==> src/rtl/deep_sleep_pkg.sv <==
package deep_sleep_pkg;

    typedef enum logic [1:0] {
        PM_ACTIVE   = 2'b00,
        PM_ENTERING = 2'b01,
        PM_LIGHT    = 2'b10,
        PM_DEEP     = 2'b11
    } pm_state_e;

    typedef struct packed {
        logic force_out_idle;
        logic block_func_in;
        logic block_wake_in;
        logic block_irq;
        logic accept_soft_rst;
    } gate_ctl_t;

    function automatic gate_ctl_t ctl_for_state(pm_state_e st);
        gate_ctl_t c;
        c.force_out_idle  = (st != PM_ACTIVE);
        c.block_func_in   = (st != PM_ACTIVE);
        c.block_wake_in   = (st == PM_ENTERING) || (st == PM_DEEP);
        c.block_irq       = (st == PM_ENTERING) || (st == PM_DEEP);
        c.accept_soft_rst = (st == PM_ACTIVE) || (st == PM_LIGHT);
        return c;
    endfunction

    function automatic logic wake_features_off(logic auto_en, logic remote_en);
        return !auto_en && !remote_en;
    endfunction

endpackage

==> src/rtl/deep_sleep_fsm.sv <==
module deep_sleep_fsm
    import deep_sleep_pkg::*;
#(
    parameter int ENTRY_LEN = 4
) (
    input  logic      clk,
    input  logic      rst,
    input  logic      sleep_pin,
    input  logic      auto_wake_en,
    input  logic      remote_wake_en,
    output pm_state_e state
);
    localparam int CW = $clog2(ENTRY_LEN + 1);
    localparam logic [CW-1:0] LAST_STEP = CW'(ENTRY_LEN - 1);

    pm_state_e      state_q, state_d;
    logic [CW-1:0]  step_q, step_d;
    logic           deep_ok;

    assign deep_ok = sleep_pin && wake_features_off(auto_wake_en, remote_wake_en);

    always_comb begin
        state_d = state_q;
        step_d  = step_q;
        unique case (state_q)
            PM_ACTIVE: begin
                if (deep_ok) begin
                    state_d = PM_ENTERING;
                    step_d  = CW'(1);
                end else if (sleep_pin) begin
                    state_d = PM_LIGHT;
                end
            end
            PM_LIGHT: begin
                if (!sleep_pin) begin
                    state_d = PM_ACTIVE;
                end else if (deep_ok) begin
                    state_d = PM_ENTERING;
                    step_d  = CW'(1);
                end
            end
            PM_ENTERING: begin
                if (step_q == LAST_STEP) begin
                    state_d = PM_DEEP;
                    step_d  = '0;
                end else begin
                    step_d = step_q + CW'(1);
                end
            end
            PM_DEEP: begin
                state_d = PM_DEEP;
            end
            default: begin
                state_d = PM_ACTIVE;
                step_d  = '0;
            end
        endcase
    end

    always_ff @(posedge clk) begin
        if (rst) begin
            state_q <= PM_ACTIVE;
            step_q  <= '0;
        end else begin
            state_q <= state_d;
            step_q  <= step_d;
        end
    end

    assign state = state_q;

endmodule

==> src/rtl/deep_sleep_out_stage.sv <==
module deep_sleep_out_stage #(
    parameter int               N_OUT      = 4,
    parameter logic [N_OUT-1:0] IDLE_LEVEL = '0
) (
    input  logic             force_idle,
    input  logic [N_OUT-1:0] core_out,
    input  logic [N_OUT-1:0] core_oe,
    output logic [N_OUT-1:0] pad_out,
    output logic [N_OUT-1:0] pad_oe
);
    for (genvar i = 0; i < N_OUT; i++) begin : g_pin
        always_comb begin
            if (force_idle) begin
                pad_out[i] = IDLE_LEVEL[i];
                pad_oe[i]  = 1'b0;
            end else begin
                pad_out[i] = core_out[i];
                pad_oe[i]  = core_oe[i];
            end
        end
    end

endmodule

==> src/rtl/deep_sleep_in_stage.sv <==
module deep_sleep_in_stage #(
    parameter int N_IN   = 4,
    parameter int N_WAKE = 2
) (
    input  logic              block_func,
    input  logic              block_wake,
    input  logic [N_IN-1:0]   pad_in,
    input  logic [N_WAKE-1:0] wake_in,
    output logic [N_IN-1:0]   core_in,
    output logic [N_WAKE-1:0] wake_out
);
    for (genvar i = 0; i < N_IN; i++) begin : g_func
        assign core_in[i] = pad_in[i] & ~block_func;
    end

    for (genvar j = 0; j < N_WAKE; j++) begin : g_wake
        assign wake_out[j] = wake_in[j] & ~block_wake;
    end

endmodule

==> src/rtl/deep_sleep_irq_guard.sv <==
module deep_sleep_irq_guard #(
    parameter int IRQ_HOLDOFF = 3
) (
    input  logic clk,
    input  logic rst,
    input  logic soft_rst,
    input  logic accept_soft,
    input  logic block_irq,
    input  logic core_irq,
    output logic irq_out
);
    localparam int HW = $clog2(IRQ_HOLDOFF + 1);
    localparam logic [HW-1:0] HOLD_INIT = HW'(IRQ_HOLDOFF);

    logic [HW-1:0] hold_q;

    always_ff @(posedge clk) begin
        if (rst) begin
            hold_q <= HOLD_INIT;
        end else if (soft_rst && accept_soft) begin
            hold_q <= HOLD_INIT;
        end else if (hold_q != '0) begin
            hold_q <= hold_q - HW'(1);
        end
    end

    assign irq_out = core_irq && !block_irq && (hold_q == '0);

endmodule

==> src/rtl/deep_sleep_ctrl.sv <==
module deep_sleep_ctrl
    import deep_sleep_pkg::*;
#(
    parameter int               N_IN        = 4,
    parameter int               N_OUT       = 4,
    parameter int               N_WAKE      = 2,
    parameter logic [N_OUT-1:0] IDLE_LEVEL  = 4'b1010,
    parameter int               ENTRY_LEN   = 4,
    parameter int               IRQ_HOLDOFF = 3
) (
    input  logic              clk,
    input  logic              rst,
    input  logic              sleep_pin,
    input  logic              auto_wake_en,
    input  logic              remote_wake_en,
    input  logic              soft_rst,
    input  logic [N_IN-1:0]   pad_in,
    input  logic [N_WAKE-1:0] wake_in,
    input  logic [N_OUT-1:0]  core_out,
    input  logic [N_OUT-1:0]  core_oe,
    input  logic              core_irq,
    output logic [N_IN-1:0]   core_in,
    output logic [N_WAKE-1:0] wake_out,
    output logic [N_OUT-1:0]  pad_out,
    output logic [N_OUT-1:0]  pad_oe,
    output logic              irq_out,
    output logic [1:0]        pm_state
);
    pm_state_e state;
    gate_ctl_t ctl;

    deep_sleep_fsm #(.ENTRY_LEN(ENTRY_LEN)) fsm_i (
        .clk            (clk),
        .rst            (rst),
        .sleep_pin      (sleep_pin),
        .auto_wake_en   (auto_wake_en),
        .remote_wake_en (remote_wake_en),
        .state          (state)
    );

    assign ctl      = ctl_for_state(state);
    assign pm_state = state;

    deep_sleep_out_stage #(.N_OUT(N_OUT), .IDLE_LEVEL(IDLE_LEVEL)) out_i (
        .force_idle (ctl.force_out_idle),
        .core_out   (core_out),
        .core_oe    (core_oe),
        .pad_out    (pad_out),
        .pad_oe     (pad_oe)
    );

    deep_sleep_in_stage #(.N_IN(N_IN), .N_WAKE(N_WAKE)) in_i (
        .block_func (ctl.block_func_in),
        .block_wake (ctl.block_wake_in),
        .pad_in     (pad_in),
        .wake_in    (wake_in),
        .core_in    (core_in),
        .wake_out   (wake_out)
    );

    deep_sleep_irq_guard #(.IRQ_HOLDOFF(IRQ_HOLDOFF)) irq_i (
        .clk         (clk),
        .rst         (rst),
        .soft_rst    (soft_rst),
        .accept_soft (ctl.accept_soft_rst),
        .block_irq   (ctl.block_irq),
        .core_irq    (core_irq),
        .irq_out     (irq_out)
    );

endmodule

==> config.mk <==
export PLATFORM = sky130hd
export DESIGN_NAME = deep_sleep_ctrl
export DESIGN_NICKNAME = d
export VERILOG_FILES = /design/src/rtl/deep_sleep_pkg.sv /design/src/rtl/deep_sleep_fsm.sv /design/src/rtl/deep_sleep_out_stage.sv /design/src/rtl/deep_sleep_in_stage.sv /design/src/rtl/deep_sleep_irq_guard.sv /design/src/rtl/deep_sleep_ctrl.sv
export SDC_FILE = /design/constraint.sdc
export NUM_CORES = 1
export LEC_CHECK = 0
export BUFFER_PORTS_ARGS = -buffer_cell sky130_fd_sc_hd__buf_2
export CAP_MARGIN = 20
export CORE_MARGIN = 10
export CORE_UTILIZATION = 30
export DETAILED_ROUTE_END_ITERATION = 10
export PLACE_DENSITY = 0.76
export SETUP_SLACK_MARGIN = 0.4
export SLEW_MARGIN = 20
export SYNTH_ARGS = -nofsm -noshare
export SYNTH_HDL_FRONTEND = slang
export SYNTH_HIERARCHICAL = 1
export SYNTH_SLANG_ARGS = --single-unit
export TNS_END_PERCENT = 50
==> constraint.sdc <==
create_clock -name clk -period 1.4 [get_ports clk]
set_input_delay 0.21 -clock clk [delete_from_list [all_inputs] [get_ports clk]]
set_output_delay 0.21 -clock clk [all_outputs]
set_load 0.02 [all_outputs]
* Yosys cells after proc, flatten, opt, wreduce, memory -nomap -nowiden
Cells that the tools add are included.
Operators by class: eq/ne operators 8, reductions and logical operators 18, mux-type cells 18, bitwise logic cells 8, $add $sub $neg 2
Operators with widths (number):
- 2-bit 2-to-1 mux | 5
- 3-bit 2-to-1 mux | 3
- 3-bit one-hot mux with 3 select lines | 1
- 1-bit 2-to-1 mux | 8
- 2-bit one-hot mux with 4 select lines | 1
- 1-bit bitwise AND | 6
- 3-bit by 2-bit inequality test with 1-bit output (second input constant) | 2
- 1-bit logical AND | 5
- 2-bit equality test (second input constant) | 2
- 2-bit logical NOT | 2
- 2-bit nonzero test | 2
- 3-bit by 1-bit adder with 3-bit output (second input constant) | 1
- 3-bit by 2-bit equality test with 1-bit output (second input constant) | 1
- 1-bit logical NOT | 3
- 3-bit AND reduction | 1
- 3-bit nonzero test | 1
- 2-bit by 1-bit equality test with 1-bit output (second input constant) | 1
- 1-bit logical OR | 2
- 2-bit by 1-bit inequality test with 1-bit output (second input constant) | 1
- 2-bit inequality test (second input constant) | 1
- 1-bit inverter | 2
- 2-bit AND reduction | 1
- 2-bit OR reduction | 1
- 2-bit by 1-bit subtractor with 2-bit output (second input constant) | 1
Storage, ports and cells: logic and storage cells 57, bits in registers 7, output and inout bits 17, input port bits 21

* Logic depth before layout (Yosys ltp)
word-level depth 6, depth in mapped cells 4, mapped depth without buffers 4

* Modules after synthesis
Netlist, hierarchy kept.
By module, submodules not included:
- deep_sleep_fsm | cells an instance 23, sequential area each 100.1 sq um, instances 1, area an instance 240.2 sq um
- deep_sleep_irq_guard | cells an instance 13, sequential area each 40.0 sq um, instances 1, area an instance 107.6 sq um
- deep_sleep_out_stage | cells an instance 8, sequential area each 0.0 sq um, instances 1, area an instance 50.0 sq um
- deep_sleep_in_stage | cells an instance 6, sequential area each 0.0 sq um, instances 1, area an instance 37.5 sq um
- deep_sleep_ctrl | cells an instance 3, sequential area each 0.0 sq um, instances 1, area an instance 13.8 sq um

* Least setup slack after synthesis
OpenSTA, ideal clock, no wires.
kind register to output, start point register fsm_i.state_q[0] (netlist: fsm_i/state[0]), end point output core_in[0], path buffers 0, arrival time 1.148 ns, stages on the path, launching flop included 3, required time 1.190 ns, path slack 0.042 ns, path through dfxtp_1 -> or2_1 -> nor2b_1
RTL lines:
- from (decl) | RTL line deep_sleep_fsm.sv:16 | pm_state_e state_q, state_d;
- from (signal assigned) | RTL line deep_sleep_fsm.sv:65 | state_q <= state_d;
- to (decl) | RTL line deep_sleep_ctrl.sv:22 | output logic [N_IN-1:0] core_in,

==> impl_metrics.toml <==
[outcome]
status = "finished, violations left"
violations = "setup timing"

[setup_path]
cp-startpoint = "fsm_i/state[1]"
rr_startpoint = "fsm_i/state[0]"
reg2reg_to = "fsm_i/step_q[1]"
crit_arrival_ns = 1.24
start_kind = "flip-flop"
worst-path-max-fanout = 6
endpoint_kind = "output pin"
worstPathRequired_ns = 1.19
path_class = "flip-flop to output pin"
r2r_slack_ns = 0.10
reg2reg_depth = 4

[power_and_ir_drop]
irDropWorstVdd_uv = 506.8
p_sw_mw = 0.2258
cellPowerDensity_nw_per_um2 = 739.1
power.internal_mw = 0.4780
power.total_mw = 0.7037
p_leak_nw = 0.4279
clkPwrFrac = 0.259
p_comb_frac = 0.429
swShare = 0.3208
seqPwrFrac = 0.312

[timing]
rsz0062_at_grt = "yes"
holdWs_ns = 0.2088
slew_violations = 0
min_period_over_period = 1.039
layout_setup_ws_ns = -0.05432
max-slew-margin-rel = 0.7083
finClkSkew_ns = 0.006678
worstMarginPinSlew_ns = 0.4358
fmax_ghz = 0.6876
setup_viol = 2
hold_viol_final = 0
finalCriticalPeriod_ns = 1.454

[floorplan]
core-area_sq_um = 1350
io_pins = 38
start_util = 0.3327
dieArea_sq_um = 3445
rows = 13
die_x_um = 58.70
die_height_um = 58.70

[route]
routedWlPerCell_um = 14.55
drt-total-wl_um = 1615
drc = 0
drt.antenna.violating_nets = 0
dr_wl_met2_um = 738
drt-met1-wl_um = 627
dr.first_iter.drc_count = 2
num_vias = 515
wl_met3_um = 249
routed_via_density = 4.640
routed.top_layer = "met3"
firstDrtPassIters = 2

[synthesis]
synth-seq-area-share = 0.3120
asyncSetResetFlopFracSynth = 0
syn_inst = 53
synth-seq-cells = 7
yosysUniqueCellTypes = 19
syn_avg_cell_area_sq_um = 8.475
synth_nets = 76
synthTopCellsByArea = "dfxtp_1 (31%), nor2b_1 (18%), ha_1 (5.6%)"
synth.most_common_cell = "nor2b_1"
synth_top_cell_by_area = "dfxtp_1"
yosys_warnings = 6
syn_area_sq_um = 449.2
synth_edf_count = 0
synthTopCellsByCount = "nor2b_1 (13), dfxtp_1 (7), a21oi_1 (4), inv_1 (4), nor2_1 (4)"
synthFlopType = "dfxtp_1"
yosysTopAreaCellShare = 0.3120

[clock_network]
clk_path_buf_depth = 2
cts_sinks = 7
cts_buffers = 3
htreeDepth = 1
root_buffer = "clkbuf_4"
clk_pin_slew_ns = 0.06
insertion_delay_ns = 0.25
cts_tree = "done"

[cells_and_area]
fill_cells = 103
multi_input_area_sq_um = 429.2
final_area_sq_um = 952.2
area.sequential_sq_um = 152.6
drive_above_1_share = 0.7917
synthToLayoutAreaGrowth_pct = 112.0
num_antenna_cells = 0
finalNetCount = 120

[global_route]
track_usage = 0.08915
antenna_found_initial = 0
grt_pass1_vias = 511
grt_max_degree = 11
overflow = 0
grt_pass1_wl_um = 2449

[hold_path]
min-delay-start = "soft_rst"
hold_depth = 3
min_path_type = "input pin to flip-flop"
min_to = "irq_i/hold_q[1]"

[placement]
dp_hpwl_um = 1152
dpl_cell_area_sq_um = 694.4
portBuffers = 37
gp_congestion = 0.7267
place_ws_ns = 0.1550

[job]
drv_cap = 0
## worst max path at each step
stage | to | slack, ns
3_5_place_dp | pad_out[1] | 0.16
2_1_floorplan | pad_out[1] | 0.22
6_report | pad_out[1] | -0.05
4_1_cts | pad_out[1] | -0.07
3_3_place_gp | pad_out[3] | 0.17
5_1_grt | pad_out[1] | -0.09
## worst max-delay path: stages (launching register included)
cell     delay (ns)
dfxtp_4        0.35
or2_4          0.28
or2_4          0.24
buf_6          0.13
## routing by layer
| metal | GRT usage | vias to the layer above |
|---|---|---|
| met5 | 0 | - |
| met4 | 0.03934 | 0 |
| met3 | 0.05579 | 0 |
| met2 | 0.1487 | 29 |
| met1 | 0.08565 | 223 |
| li1 | - | 263 |
## registers in the layout (all words and copies together), names as in the netlist
name	count
fsm_i/state	2
irq_i/hold_q	2
fsm_i/step_q	3
## area by class of cell
class                      instances  share of cell area
timing repair buffer              39              0.3259
sequential                         7              0.1603
inverter                           4             0.01577
multi-input combinational         42              0.4507
clock buffer                       4             0.02760
tap                               15             0.01971
## what timing repair did
| item | in CTS | in global routing |
|---|---|---|
| gates resized for setup | 50 | 10 |
| endpoints found under the setup margin | 21 | 22 |
| hold buffers | 0 | 0 |
| gates cloned | 1 | 0 |
| pin swaps | 11 | 9 |
| buffers inserted | 1 | 0 |
## cells in the final DEF, fill, tap and decap left out, types with 2 or more instances in the layout
| master | instances |
|---|---|
| inv_2 | 2 |
| nor2b_4 | 5 |
| or2_4 | 4 |
| nor2_1 | 3 |
| nor2b_2 | 8 |
| dfxtp_2 | 4 |
| a21oi_1 | 4 |
| nand3b_1 | 2 |
| inv_1 | 2 |
| clkbuf_4 | 3 |
| a2111oi_4 | 2 |
| ha_4 | 2 |
| buf_2 | 20 |
| dfxtp_4 | 2 |
| buf_4 | 2 |
| buf_6 | 16 |
## power by group through the flow
stage / clock network [mW] / registers, mW / logic (mW)
CTS: 0.192 / 0.220 / 0.288
detailed placement: 0 / 0.221 / 0.213
finish: 0.182 / 0.220 / 0.302
global route: 0.201 / 0.221 / 0.324
floorplan: 0 / 0.228 / 0.127
global placement: 0 / 0.221 / 0.210
## kinds of logic after synthesis
logic type,after synthesis,share of synthesized area
AO/OA/AOI/OAI,7,0.1086
XOR/XNOR,1,0.01950
adder cells (fa/ha/maj),2,0.05570
buffers and inverters,5,0.04176
flip-flops,7,0.3120
AND/OR/NAND/NOR,31,0.4624
## stage by stage
stage	TNS, ns	std cells	utilization
2_1_floorplan	0	53	-
3_3_place_gp	0	105	0.5144
3_5_place_dp	0	105	0.5144
4_1_cts	-0.1333	111	0.6775
5_1_grt	-0.2724	111	0.7053
6_report	-0.1069	111	0.7053
(Power assumes the default switching activity.)
